## src/rtl/wdt_pkg.sv

```systemverilog
package wdt_pkg;
  // Word index of each register (byte offset >> 2)
  typedef enum logic [1:0] {
    W_CTRL   = 2'd0,
    W_RELOAD = 2'd1,
    W_COUNT  = 2'd2,
    W_CLEAR  = 2'd3
  } wdt_word_e;

  // Control field positions
  localparam int CB_RST_EN  = 0;
  localparam int CB_IRQ_EN  = 2;
  localparam int CB_DSEL_LO = 3;
  localparam int CB_RUN     = 5;
  localparam int CB_PRE_LO  = 8;
endpackage

```

## src/rtl/wdt_rst_sync.sv

```systemverilog
module wdt_rst_sync #(
  parameter int STAGES = 2
) (
  input  logic clk,
  input  logic rst_n,
  output logic srst_n
);
  logic [STAGES-1:0] sync_q;

  always_ff @(posedge clk or negedge rst_n) begin
    if (!rst_n) sync_q <= '0;
    else        sync_q <= {sync_q[STAGES-2:0], 1'b1};
  end

  assign srst_n = sync_q[STAGES-1];
endmodule

```

## src/rtl/wdt_regs.sv

```systemverilog
module wdt_regs
  import wdt_pkg::*;
#(
  parameter int          DATA_W  = 32,
  parameter int          ADDR_W  = 4,
  parameter int          CNT_W   = 16,
  parameter int          PRE_W   = 8,
  parameter int          DSEL_W  = 2,
  parameter logic [15:0] CNT_RST = 16'h8000
) (
  input  logic              clk,
  input  logic              srst_n,
  input  logic              wr_en,
  input  logic [ADDR_W-1:0] addr,
  input  logic [DATA_W-1:0] wdata,
  output logic [DATA_W-1:0] rdata,
  input  logic [CNT_W-1:0]  cnt_val,
  output logic              run,
  output logic [PRE_W-1:0]  pre,
  output logic [DSEL_W-1:0] dsel,
  output logic              irq_en,
  output logic              rst_en,
  output logic [CNT_W-1:0]  reload,
  output logic              cnt_wr,
  output logic              clr_wr
);
  logic              hit;
  wdt_word_e         word;
  logic              ctrl_wr, rel_wr;

  logic              run_q, run_d, irqen_q, irqen_d, rsten_q, rsten_d;
  logic [PRE_W-1:0]  pre_q, pre_d;
  logic [DSEL_W-1:0] dsel_q, dsel_d;
  logic [CNT_W-1:0]  rel_q, rel_d;

  // Address decode: upper address bits above the four words must be zero
  generate
    if (ADDR_W > 4) begin : g_wide
      assign hit = (addr[ADDR_W-1:4] == '0);
    end else begin : g_exact
      assign hit = 1'b1;
    end
  endgenerate

  assign word    = wdt_word_e'(addr[3:2]);
  assign ctrl_wr = wr_en && hit && (word == W_CTRL);
  assign rel_wr  = wr_en && hit && (word == W_RELOAD);
  assign cnt_wr  = wr_en && hit && (word == W_COUNT);
  assign clr_wr  = wr_en && hit && (word == W_CLEAR);

  always_comb begin
    run_d   = run_q;
    irqen_d = irqen_q;
    rsten_d = rsten_q;
    pre_d   = pre_q;
    dsel_d  = dsel_q;
    rel_d   = rel_q;
    if (ctrl_wr) begin
      run_d   = wdata[CB_RUN];
      irqen_d = wdata[CB_IRQ_EN];
      rsten_d = wdata[CB_RST_EN];
      pre_d   = wdata[CB_PRE_LO +: PRE_W];
      dsel_d  = wdata[CB_DSEL_LO +: DSEL_W];
    end
    if (rel_wr) rel_d = wdata[CNT_W-1:0];
  end

  always_ff @(posedge clk or negedge srst_n) begin
    if (!srst_n) begin
      run_q   <= 1'b0;
      irqen_q <= 1'b0;
      rsten_q <= 1'b0;
      pre_q   <= '0;
      dsel_q  <= '0;
      rel_q   <= CNT_W'(CNT_RST);
    end else begin
      run_q   <= run_d;
      irqen_q <= irqen_d;
      rsten_q <= rsten_d;
      pre_q   <= pre_d;
      dsel_q  <= dsel_d;
      rel_q   <= rel_d;
    end
  end

  always_comb begin
    rdata = '0;
    if (hit) begin
      case (word)
        W_CTRL: begin
          rdata[CB_RUN]                 = run_q;
          rdata[CB_IRQ_EN]              = irqen_q;
          rdata[CB_RST_EN]              = rsten_q;
          rdata[CB_PRE_LO +: PRE_W]     = pre_q;
          rdata[CB_DSEL_LO +: DSEL_W]   = dsel_q;
        end
        W_RELOAD: rdata[CNT_W-1:0] = rel_q;
        W_COUNT:  rdata[CNT_W-1:0] = cnt_val;
        default:  rdata = '0;
      endcase
    end
  end

  wire unused_bus = ^{addr[1:0], wdata[DATA_W-1:CB_PRE_LO+PRE_W],
                      wdata[CB_PRE_LO-1:CB_RUN+1], wdata[1]};

  assign run    = run_q;
  assign pre    = pre_q;
  assign dsel   = dsel_q;
  assign irq_en = irqen_q;
  assign rst_en = rsten_q;
  assign reload = rel_q;
endmodule

```

## src/rtl/wdt_timebase.sv

```systemverilog
module wdt_timebase #(
  parameter int PRE_W        = 8,
  parameter int DSEL_W       = 2,
  parameter int DIV_LOG_BASE = 4
) (
  input  logic              clk,
  input  logic              srst_n,
  input  logic              run,
  input  logic [PRE_W-1:0]  pre,
  input  logic [DSEL_W-1:0] dsel,
  output logic              tick
);
  localparam int SEL_MAX = (1 << DSEL_W) - 1;
  localparam int DIV_W   = DIV_LOG_BASE + SEL_MAX;

  logic [PRE_W-1:0]  pre_q, pre_d;
  logic [DIV_W-1:0]  div_q, div_d;
  logic [DIV_W-1:0]  div_last;
  logic [DSEL_W-1:0] shamt;
  logic              pre_wrap, div_wrap;

  // Terminal value 2^(BASE+sel)-1 from an all-ones word shifted right
  assign shamt    = DSEL_W'(SEL_MAX) - dsel;
  assign div_last = {DIV_W{1'b1}} >> shamt;
  assign pre_wrap = (pre_q >= pre);
  assign div_wrap = (div_q >= div_last);
  assign tick     = run && pre_wrap && div_wrap;

  always_comb begin
    pre_d = pre_q;
    div_d = div_q;
    if (!run) begin
      pre_d = '0;
      div_d = '0;
    end else if (pre_wrap) begin
      pre_d = '0;
      div_d = div_wrap ? '0 : div_q + 1'b1;
    end else begin
      pre_d = pre_q + 1'b1;
    end
  end

  always_ff @(posedge clk or negedge srst_n) begin
    if (!srst_n) begin
      pre_q <= '0;
      div_q <= '0;
    end else begin
      pre_q <= pre_d;
      div_q <= div_d;
    end
  end
endmodule

```

## src/rtl/wdt_counter.sv

```systemverilog
module wdt_counter #(
  parameter int          CNT_W   = 16,
  parameter logic [15:0] CNT_RST = 16'h8000
) (
  input  logic             clk,
  input  logic             srst_n,
  input  logic             tick,
  input  logic             cnt_wr,
  input  logic [CNT_W-1:0] cnt_wval,
  input  logic [CNT_W-1:0] reload,
  input  logic             irq_en,
  input  logic             rst_en,
  input  logic             clr_wr,
  output logic [CNT_W-1:0] cnt,
  output logic             irq,
  output logic             rst_req
);
  logic [CNT_W-1:0] cnt_q, cnt_d;
  logic             irq_q, irq_d, rst_q, rst_d;
  logic             expire;

  assign expire = tick && (cnt_q == '0);

  always_comb begin
    cnt_d = cnt_q;
    if (cnt_wr)      cnt_d = cnt_wval;
    else if (expire) cnt_d = reload;
    else if (tick)   cnt_d = cnt_q - 1'b1;

    irq_d = irq_q;
    if (expire && irq_en) irq_d = 1'b1;
    else if (clr_wr)      irq_d = 1'b0;

    rst_d = expire && rst_en;
  end

  always_ff @(posedge clk or negedge srst_n) begin
    if (!srst_n) begin
      cnt_q <= CNT_W'(CNT_RST);
      irq_q <= 1'b0;
      rst_q <= 1'b0;
    end else begin
      cnt_q <= cnt_d;
      irq_q <= irq_d;
      rst_q <= rst_d;
    end
  end

  assign cnt     = cnt_q;
  assign irq     = irq_q;
  assign rst_req = rst_q;
endmodule

```

## src/rtl/wdt_prescaled.sv

```systemverilog
module wdt_prescaled #(
  parameter int          DATA_W       = 32,
  parameter int          ADDR_W       = 4,
  parameter int          CNT_W        = 16,
  parameter int          PRE_W        = 8,
  parameter int          DSEL_W       = 2,
  parameter int          DIV_LOG_BASE = 4,
  parameter logic [15:0] CNT_RST      = 16'h8000
) (
  input  logic              clk,
  input  logic              rst_n,
  input  logic              wr_en,
  input  logic [ADDR_W-1:0] addr,
  input  logic [DATA_W-1:0] wdata,
  output logic [DATA_W-1:0] rdata,
  output logic              irq,
  output logic              sys_rst_req
);
  logic              srst_n;
  logic              run, irq_en, rst_en, cnt_wr, clr_wr, tick;
  logic [PRE_W-1:0]  pre;
  logic [DSEL_W-1:0] dsel;
  logic [CNT_W-1:0]  reload_val, cnt_val;

  wdt_rst_sync #(.STAGES(2)) u_sync (
    .clk(clk), .rst_n(rst_n), .srst_n(srst_n)
  );

  wdt_regs #(
    .DATA_W(DATA_W), .ADDR_W(ADDR_W), .CNT_W(CNT_W),
    .PRE_W(PRE_W), .DSEL_W(DSEL_W), .CNT_RST(CNT_RST)
  ) u_regs (
    .clk(clk), .srst_n(srst_n), .wr_en(wr_en), .addr(addr),
    .wdata(wdata), .rdata(rdata), .cnt_val(cnt_val),
    .run(run), .pre(pre), .dsel(dsel), .irq_en(irq_en),
    .rst_en(rst_en), .reload(reload_val), .cnt_wr(cnt_wr),
    .clr_wr(clr_wr)
  );

  wdt_timebase #(
    .PRE_W(PRE_W), .DSEL_W(DSEL_W), .DIV_LOG_BASE(DIV_LOG_BASE)
  ) u_tb (
    .clk(clk), .srst_n(srst_n), .run(run), .pre(pre),
    .dsel(dsel), .tick(tick)
  );

  wdt_counter #(.CNT_W(CNT_W), .CNT_RST(CNT_RST)) u_cnt (
    .clk(clk), .srst_n(srst_n), .tick(tick), .cnt_wr(cnt_wr),
    .cnt_wval(wdata[CNT_W-1:0]), .reload(reload_val),
    .irq_en(irq_en), .rst_en(rst_en), .clr_wr(clr_wr),
    .cnt(cnt_val), .irq(irq), .rst_req(sys_rst_req)
  );
endmodule

```

## config.mk

```make
export PLATFORM = sky130hd
export DESIGN_NAME = wdt_prescaled
export DESIGN_NICKNAME = d
export VERILOG_FILES = /design/src/rtl/wdt_pkg.sv /design/src/rtl/wdt_rst_sync.sv /design/src/rtl/wdt_regs.sv /design/src/rtl/wdt_timebase.sv /design/src/rtl/wdt_counter.sv /design/src/rtl/wdt_prescaled.sv
export SDC_FILE = /design/constraint.sdc
export NUM_CORES = 1
export LEC_CHECK = 0
export BUFFER_PORTS_ARGS = -buffer_cell sky130_fd_sc_hd__clkbuf_2
export CAP_MARGIN = 40
export CORE_MARGIN = 5
export CORE_UTILIZATION = 30
export CTS_CLUSTER_DIAMETER = 50
export DETAILED_ROUTE_END_ITERATION = 8
export GPL_TIMING_DRIVEN = 0
export PLACE_DENSITY = 0.48
export SYNTH_ARGS = -nofsm -noshare
export SYNTH_HDL_FRONTEND = slang
export SYNTH_SLANG_ARGS = --single-unit
```

## constraint.sdc

```tcl
create_clock -name clk -period 5.64 [get_ports clk]
set_input_delay 1.41 -clock clk [delete_from_list [all_inputs] [get_ports clk]]
set_output_delay 1.41 -clock clk [all_outputs]
set_load 0.03 [all_outputs]
```

* Word level (Yosys, flattened, before mapping) *
Cells that the tools add are included.

word-level totals
  bits in registers = 64
  output and inout bits = 34
  logic and storage cells = 51

cells by class
  $add $sub $neg = 4
  magnitude comparators = 2
  eq/ne operators = 4
  shift operators = 1
  multiplexer cells = 15
  reduce and logical (&&, ||, !) cells = 13

operator list
  kind                                                                  number
  16-bit two-way mux                                                    3
  8-bit one-hot mux with 3 select lines                                 1
  7-bit two-way mux                                                     3
  16-bit zero test                                                      1
  8-bit two-way mux                                                     2
  16-bit by 1-bit subtractor with 16-bit output, second input constant  1
  4-bit one-hot mux with 3 select lines                                 1
  1-bit logical AND                                                     9
  8-bit by 1-bit adder with 8-bit output, second input constant         1
  8-bit greater-or-equal comparator                                     1
  7-bit by 1-bit adder with 7-bit output, second input constant         1
  7-bit greater-or-equal comparator                                     1
  7-bit by 2-bit right shift with 7-bit output, first input constant    1
  2-bit == test, second input constant                                  2
  2-bit one-hot mux with 2 select lines                                 1
  1-bit one-hot mux with 3 select lines                                 1
  3-bit nonzero test                                                    1
  2-bit by 1-bit == test with 1-bit output, second input constant       1
  2-bit zero test                                                       1
  1-bit two-way mux                                                     2
  2-bit by 1-bit != test with 1-bit output, second input constant       1
  1-bit one-hot mux with 2 select lines                                 1
  2-bit nonzero test                                                    1
  2-bit subtractor, first input constant                                1

* Longest topological paths before layout *
Gate-level depths: netlist of run 1.

  depth in word-level cells = 7
  gate-level depth with buffers = 10
  mapped depth without buffers = 8

* Hierarchy *
A second synthesis of run 1 with hierarchy kept.

unflattened totals
  cell total of the unflattened synthesis = 378
  area, all modules = 3978.8 um2

by module, submodules not included
  module        instances  cells an instance  area each (um2)  sequential area each (um2)
  wdt_regs      1          125                1614.0           726.9
  wdt_counter   1          141                1290.0           451.7
  wdt_timebase  1          109                1021.0           375.4
  wdt_rst_sync  1          3                  53.8             50.0

* Worst setup path after synthesis of run 1 *
Ideal clock, no wire load.

  path type = input-to-output
  start = in addr[2]
  end = out rdata[10]
  arrival = 2678 ps
  required time = 4230 ps
  setup slack = 1552 ps
  stages = 6
  path buffers = 2
  cell sequence = inv_1 ha_1 clkbuf_1 clkbuf_1 a222oi_1 nor2_1

between the ends
  longest elaborated chain between the ends = 2
  elaborated cells between the ends (all ways) = 4
  classes of those cells = eq/ne: 2; mux: 1; reduce/logical: 1

ends and longest elaborated chain
  what                                       line                 RTL
  from (decl)                                wdt_prescaled.sv:13  input logic [ADDR_W-1:0] addr,
  2-bit == test (tied with other cells)      wdt_regs.sv:89       case (word)
  8-bit one-hot mux with 3 select lines (*)  wdt_regs.sv:89
  to (decl)                                  wdt_prescaled.sv:15  output logic [DATA_W-1:0] rdata,

Every way passes the cells marked *; elsewhere a longest branch is shown, timed or not.

* Worst setup path in the final report of run 1 *
  start = in addr[2]
  end = out rdata[14]

Same word-level chain as after synthesis.

==> results of run 1 <==
## power by group
group	internal (mW)	leakage [nW]	switching (mW)
registers	0.527	0.784	0.0843
logic	0.133	1.22	0.175
clock network	0.349	0.145	0.200
total	1.01	2.15	0.459
## logic make-up after synthesis
family,Yosys count,synth area share
AND/OR/NAND/NOR,141,0.175
adder cells (fa/ha/maj),20,0.0629
XOR/XNOR,15,0.0330
multiplexers,29,0.0821
AO/OA/AOI/OAI,83,0.165
flip-flops,64,0.403
buffers and inverters,53,0.0777
other,2,0.00189
## final cells by class
| class | count | area [um2] |
|---|---|---|
| fillers | 1393 | 8370 |
| multi-input cells | 305 | 2120 |
| flip-flops and latches | 64 | 1610 |
| plain buffers | 36 | 245 |
| clock buffers | 11 | 243 |
| well taps | 176 | 220 |
| repair buffers | 39 | 218 |
| inverters | 17 | 63.8 |
| clock inverters | 4 | 45.0 |
## registers in the layout (all words and copies together) (netlist names)
signal         flops
u_cnt.irq          1
u_sync.sync_q      2
u_regs.irq_en      1
u_tb.div_q         7
u_regs.pre         8
u_cnt.cnt         16
u_cnt.rst_req      1
u_regs.dsel        2
u_tb.pre_q         8
u_regs.run         1
u_regs.rst_en      1
u_regs.reload     16
## synthesized netlist by cell type (3+ instances only)
master,number,area share
a211oi_1,3,0.0057
a21oi_1,15,0.019
a222oi_1,13,0.033
a22oi_1,4,0.0075
a31oi_1,7,0.011
and2_1,4,0.0063
and3_1,8,0.013
buf_4,16,0.030
clkbuf_1,13,0.012
clkbuf_8,3,0.010
dfrtp_1,62,0.39
ha_1,20,0.063
inv_1,17,0.016
mux2_2,29,0.082
nand2_1,39,0.037
nand3_1,21,0.026
nor2_1,40,0.038
nor2b_1,4,0.0063
nor3_1,4,0.0050
o211ai_2,9,0.028
o21a_1,4,0.0075
o21ai_0,6,0.0075
o22ai_1,3,0.0047
o31ai_1,3,0.0057
or4_1,4,0.0075
xnor2_1,7,0.015
xor2_1,8,0.018
## how the worst max path moves through the flow
stage          startpoint   endpoint  slack, ns  depth (start not counted)
2_1_floorplan     addr[2]  rdata[10]       1.55                          6
3_3_place_gp      addr[2]   rdata[5]       0.91                          8
3_5_place_dp      addr[2]   rdata[5]       0.91                          8
4_1_cts           addr[2]   rdata[5]       0.92                          8
5_1_grt           addr[2]  rdata[14]       0.72                          8
6_report          addr[2]  rdata[14]       0.93                          8
## per-stage QoR
| step | setup slack, ns | instance area, um2 |
|---|---|---|
| 2_1_floorplan | 1.55 | 4030 |
| 3_3_place_gp | 0.912 | 4440 |
| 3_5_place_dp | 0.911 | 4480 |
| 4_1_cts | 0.919 | 4760 |
| 5_1_grt | 0.721 | 4760 |
| 6_report | 0.928 | 4760 |
## metal layers
layer / vias to the layer above / global-route usage / wire length (um)
li1: 1583 / - / -
met1: 1600 / 0.191 / 4920
met2: 90 / 0.238 / 5330
met3: 12 / 0.0239 / 545
met4: 0 / 0.0472 / 129
met5: - / 0 / 0
==> results by group, run 1 <==
Yosys
  • Portion of the post-synthesis area used by sequential elements: 0.403
  • Post-Synthesis Mean Instance Area: between 9 and 10 um2
  • Fraction of synthesis flops using an asynchronous set or reset pin: 1.00
  • Count of cell types in the netlist: just under 60
  • Most used flip-flop cell after synthesis: dfrtp_1
  • Number of synthesized register bits: 64
  • Post-synth EDFFs: 0
  • Yosys Warn Count: 0
  • Number of cells produced by synthesis: 407
  • Cell area after synthesis: 0.00398 mm2

Critical path
  • Worst setup path category: input pin to output port
  • Worst reg2reg startpoint: u_regs.dsel[1]
  • Crit Reg-Reg Endpoint: u_cnt.cnt[4]
  • Crit-path cells: clkbuf_2, inv_1, ha_1, clkbuf_1, clkbuf_1, a222oi_1, nor2_1, clkbuf_2
  • Reg2Reg Depth: 9
  • Crit path buffers/inverters: 5
  • Max Fanout on Critical Path: 10
  • Crit path DAT: between 3 and 4 ns
  • CP Data Required Time: 4.23 ns
  • Max incr delay on CP: 0.58 ns
  • Reg-to-reg slack, setup: around 2.9 ns
  • Slowest stage cell, crit path: clkbuf_1
  • Cell family with most CP delay: buffers and inverters
  • Endpoint kind of the worst setup timing path: output port
  • CP Launch Type: input pin

Global route
  • Maximum number of pins on one net before global-route repair: 46
  • First-pass GRT wire length: between 15 and 20 mm
  • Global-route total usage across every layer: 0.143
  • Total grt overflow: 0
  • Number of antenna violations at the first check in global routing: 0
  • Via count of the first global-routing pass: 3,285

Die
  • Area of the die: ~0.016 mm2
  • Die Span X: between 100 and 150 um
  • IO Count: between 70 and 80
  • Num rows: between 40 and 50
  • Area of the core region: 0.0131 mm2
  • Die height: about 130 um
  • Starting density of the core: 0.303

Clock network
  • Count of buffers added by post-CTS timing repair for setup: 0
  • Total clock sinks: 64
  • Clock buffer count from CTS: 9
  • CTS HTree Levels: 3
  • Clock Pin Slew Worst Setup and Hold Paths: roughly 0.060 ns
  • Insertion delay to the later sink of the worst-skew pair: around 0.33 ns
  • Post-CTS sizing: 0
  • Count of hold buffers inserted by post-cts repair: 0
  • CTS tree: done
  • Cell chosen for the clock root: clkbuf_16
  • Max Buffers Root-to-Sink: 2

Layout
  • Diodes inserted: 0
  • Fin util: 0.363
  • Most common cell after layout, fill and taps aside: dfrtp_1
  • Final nets: 531
  • Synth-to-Final Area Change: 19.8%
  • Most used cells in the layout excluding fill and tap cells: dfrtp_1 (61), nor2_1 (40), nand2_1 (39)
  • Final Non-Filler Cells: approximately 650
  • Layout cells sized above 1: 0.269

Placed design
  • Post-Place Cells: 637
  • Detailed-placement wirelength estimate: approximately 8 mm
  • GPL Wtd Cong: around 0.83
  • Quantity of I/O buffers inserted on ports: 38

Power and ir drop
  • Leak: approximately 2.2 nW
  • Total power draw: approximately 1.5 mW
  • Power density over the cells: a little over 300 mW/mm2
  • Peak supply drop: about 140 uV

Detailed routing
  • Routed wire length: 10.9 mm
  • Number of design-rule violations left by the first detailed-router iteration: around 290
  • Routed WL per cell: around 17 um
  • Total vias in the final route: between 3,000 and 4,000
  • Post-detailed-route count of antenna-violating nets: 0
  • Mean number of vias per cell: roughly 5.0
  • Remaining design rule violation count: 0
  • Drt pass-1 iters: 5

Flow run
  • Max_cap viols: 0

STA
  • Peak clock frequency supported by timing: 212 MHz
  • Final Hold Viols: 0
  • Setup Total Neg Slack: 0 ns
  • Worst-Margin Slew: 0.834 ns
  • Max_slew headroom: 0.444
  • Final critical-path required period: between 4 and 5 ns
  • Unrepaired setup endpoints after global routing: false
  • Final number of setup-violating endpoints: 0
  • Final hold slack: a little over 0.2 ns
  • Number of pins exceeding their max-slew limit in the final report: 0
  • Clock Skew: 0.00702 ns
  • Final worst-path cycle share: 0.835

Min path
  • Worst min-delay path class: flop to asynchronous set/reset pin

Status
  • Run status: finished clean
(Power assumes the default switching activity.)
==> run 2, diff against run 1 <==
--- a/config.mk
+++ b/config.mk
@@ -5,6 +5,7 @@
 export SDC_FILE = /design/constraint.sdc
 export NUM_CORES = 1
 export LEC_CHECK = 0
+export ABC_AREA = 1
 export BUFFER_PORTS_ARGS = -buffer_cell sky130_fd_sc_hd__clkbuf_2
 export CAP_MARGIN = 40
 export CORE_MARGIN = 5
@@ -12,7 +13,7 @@
 export CTS_CLUSTER_DIAMETER = 50
 export DETAILED_ROUTE_END_ITERATION = 8
 export GPL_TIMING_DRIVEN = 0
-export PLACE_DENSITY = 0.48
+export PLACE_DENSITY = 0.5
 export SYNTH_ARGS = -nofsm -noshare
 export SYNTH_HDL_FRONTEND = slang
 export SYNTH_SLANG_ARGS = --single-unit
==> constraint.sdc (replaced) <==
create_clock -name clk -period 4 [get_ports clk]
set_input_delay 1 -clock clk [delete_from_list [all_inputs] [get_ports clk]]
set_output_delay 1 -clock clk [all_outputs]
set_load 0.03 [all_outputs]
==> results by group, run 2 <==
Yosys
  • Post-synth EDFFs: 0 (unchanged)
  • Fraction of synthesis flops using an asynchronous set or reset pin: 1.00 (unchanged)
  • Number of synthesized register bits: 64 (unchanged)
  • Yosys Warn Count: 0 (unchanged)
  • Top area cells in the synthesized netlist: dfrtp_1 (36%), nand2_1 (14%), inv_1 (8.4%)
  • Commonest cells in the synthesized netlist: nand2_1 (160), inv_1 (96), dfrtp_1 (62)
  • Portion of the post-synthesis area used by sequential elements: 0.375 (-0.0287)
  • Most used flip-flop cell after synthesis: dfrtp_1
  • Post-Synthesis Mean Instance Area: 7.42 um2 (-24%)
  • Most common cell in the netlist: nand2_1
  • Area fraction of the dominant cell type after synthesis: 0.362 (-0.0278)
  • Count of cell types in the netlist: 36 (-39%)
  • Number of cells produced by synthesis: 577 (+42%)
  • Synth area leader: dfrtp_1
  • Cell area after synthesis: 0.00428 mm2 (+7.7%)

Die
  • Die height: 129 um (+3.5%)
  • IO Count: 73 (unchanged)
  • Num rows: 43 (+2.4%)
  • Area of the core region: 0.0139 mm2 (+6.1%)
  • Starting density of the core: 0.307 (+0.00459)
  • Area of the die: 0.0168 mm2 (+7.1%)
  • Die Span X: 129 um (+3.5%)

Power and ir drop
  • Total power draw: 2.07 mW (+41%)
  • Leak: 2.74 nW (+27%)
  • Clk pwr share: 0.351 (-0.023)
  • Part of the power in combinational logic: 0.247 (+0.037)
  • Net Sw Power: 0.714 mW (+55%)
  • Cell-internal power: 1.35 mW (+34%)
  • Peak supply drop: 154 uV (+12%)
  • Power density over the cells: 409 mW/mm2 (+32%)
  • Sequential share of power: 0.402 (-0.014)
  • Fraction of power spent switching nets: 0.346 (+0.0332)

Layout
  • Synth-to-Final Area Change: 18.0%
  • Layout cells sized above 1: 0.181 (-0.0881)
  • Fin util: 0.363 (about the same)
  • Most common cell after layout, fill and taps aside: nand2_1
  • Most used cells in the layout excluding fill and tap cells: nand2_1 (160), inv_1 (96), dfrtp_1 (61)
  • Final nets: 701 (+32%)
  • Diodes inserted: 0 (unchanged)

Critical path
  • Slowest stage cell, crit path: clkbuf_1
  • Endpoint kind of the worst setup timing path: output port
  • Worst setup path category: input pin to output port
  • Max Fanout on Critical Path: 10 (unchanged)
  • CP Data Required Time: 3.00 ns (-1.23 ns)
  • Max incr delay on CP: 0.56 ns (-0.02 ns)
  • Crit-path cells: clkbuf_2, inv_1, ha_1, clkbuf_1, clkbuf_1, nand2_1, nand3_1, nand2_1, inv_1, clkbuf_2
  • Crit path DAT: 2.84 ns (-0.46 ns)
  • Cell family with most CP delay: buffers and inverters
  • CP Launch Type: input pin
  • Crit path buffers/inverters: 6 (+1)

Clock network
  • Cell chosen for the clock root: clkbuf_16
  • Post-CTS sizing: 0 (unchanged)
  • CTS tree: done
  • Clock buffer count from CTS: 9 (unchanged)
  • Insertion delay to the later sink of the worst-skew pair: 0.33 ns (about the same)
  • Count of buffers added by post-CTS timing repair for setup: 0 (unchanged)
  • Total clock sinks: 64 (unchanged)
  • Max Buffers Root-to-Sink: 2 (unchanged)
  • Clock Pin Slew Worst Setup and Hold Paths: 0.05 ns (about the same)
  • CTS HTree Levels: 3 (unchanged)
  • Count of hold buffers inserted by post-cts repair: 0 (unchanged)

STA
  • Final Hold Viols: 0 (unchanged)
  • Final worst-path cycle share: 0.960
  • Final critical-path required period: a little under 4 ns
  • Final number of setup-violating endpoints: 0 (unchanged)
  • Max_slew headroom: 0.563 (+0.119)
  • Number of pins exceeding their max-slew limit in the final report: 0 (unchanged)
  • Peak clock frequency supported by timing: around 260 MHz
  • Worst-Margin Slew: 0.656 ns (-0.178 ns)
  • Setup Total Neg Slack: 0 ns (unchanged)
  • Unrepaired setup endpoints after global routing: false
  • Clock Skew: 0.00608 ns (-0.000946 ns)

Global route
  • Via count of the first global-routing pass: 3,718 (+13%)
  • Total grt overflow: 0 (unchanged)
  • Global-route total usage across every layer: 0.145 (+0.00146)
  • Number of antenna violations at the first check in global routing: 0 (unchanged)
  • Maximum number of pins on one net before global-route repair: 47 (+2.2%)
  • First-pass GRT wire length: 18.9 mm (+5.2%)

Placed design
  • Quantity of I/O buffers inserted on ports: 38 (unchanged)
  • Detailed-placement wirelength estimate: 8.85 mm (+11%)
  • GPL Wtd Cong: 0.850 (+2.2%)

Detailed routing
  • Total vias in the final route: 3,797 (+16%)
  • Routed WL per cell: 14.0 um (-17%)
  • Post-detailed-route count of antenna-violating nets: 0 (unchanged)
  • Mean number of vias per cell: 4.59 (-8.9%)
  • Routed wire length: 11.5 mm (+5.7%)
  • Number of design-rule violations left by the first detailed-router iteration: 268 (-6.0%)
  • Remaining design rule violation count: 0 (unchanged)
  • Drt pass-1 iters: 5 (unchanged)

Flow run
  • Max_cap viols: 0 (unchanged)

Status
  • Run status: finished clean

Min path
  • Worst min-delay path class: flop to asynchronous set/reset pin
## run 2: changes by cell type after synthesis, sizes merged, moves of 6 or more
cell / delta
xor2: +6
or4: -6
nand2: +130
mux2: -28
nand3: +14
and3: -6
o21ai: +41
a31oi: -7
a222oi: -13
a21oi: -7
inv: +80
## run 2: metrics by stage
step	setup slack [ns]	cells	hold WS [ns]	instance area [um2]
after floorplan	0.729	592	0.331	4340
after global placement	0.156	810	0.337	4750
after detailed placement	0.130	811	0.212	4790
after CTS	0.121	827	0.216	5050
after global routing	0.000662	827	0.231	5050
final	0.160	827	0.206	5050
## run 2: power by group through the flow
stage	Sequential (mW)	Combinational, mW	Clock (mW)
after floorplan	0.817	0.394	0
after global placement	0.846	0.494	0
after detailed placement	0.841	0.515	0
after CTS	0.830	0.519	0.739
after global routing	0.844	0.590	0.770
final	0.830	0.511	0.724
## run 2: metal layers
| layer | up-vias | share of wire | GRT usage |
|---|---|---|---|
| met3 | 24 | 0.051 | 0.0235 |
| li1 | 1885 | - | - |
| met4 | 0 | 0.025 | 0.0562 |
| met5 | - | 0 | 0 |
| met1 | 1806 | 0.45 | 0.186 |
| met2 | 82 | 0.48 | 0.244 |
## run 2: cell type report
cell class | count | area [um2]
Tap cell | 180 | 225
Clock buffer | 13 | 250
Buffer | 35 | 226
Sequential cell | 64 | 1610
Inverter | 98 | 369
Multi-Input combinational cell | 395 | 2140
Timing Repair Buffer | 39 | 218
Clock inverter | 3 | 17.5
Fill cell | 1469 | 8880
## run 2: cells by family (layout without fill, tap and decap cells)
kind of cell | count (synthesis) | count (layout) | synth area share
simple gates | 262 | 262 | 0.271
buf+inv | 133 | 188 | 0.139
compound gates | 74 | 74 | 0.110
flops | 64 | 64 | 0.375
xor+xnor | 21 | 21 | 0.0429
fa+ha+maj | 20 | 20 | 0.0584
other cells | 2 | 17 | 0.00175
mux | 1 | 1 | 0.00263
## run 2: path summary, 6_finish.rpt
kind,from,endpoint,slack [ns],depth (start not counted)
worst max-delay path,addr[2],rdata[14],0.16,10
worst max register to register,u_regs.pre[3],u_cnt.cnt[7],1.81,14
min in group clk,u_sync.sync_q[0],u_sync.sync_q[1],0.35,0
max in group asynchronous,u_sync.sync_q[1],u_cnt.cnt[15],3.22,1
worst min register to register,u_sync.sync_q[1],u_cnt.rst_req,0.21,0
worst min-delay path,u_sync.sync_q[1],u_cnt.rst_req,0.21,0
## run 2: worst reg2reg max path: stages, from the launching register on
cell and delay, ns:
dfrtp_1 0.39, inv_1 0.06, ha_1 0.29, nand2_1 0.07
nor2_1 0.12, nor2_1 0.05, nand2_1 0.08, nand2_2 0.08
a21oi_2 0.30, nand2_1 0.10, buf_2 0.22, nand3_1 0.10
o21ai_0 0.09, inv_1 0.07, nand2_1 0.05
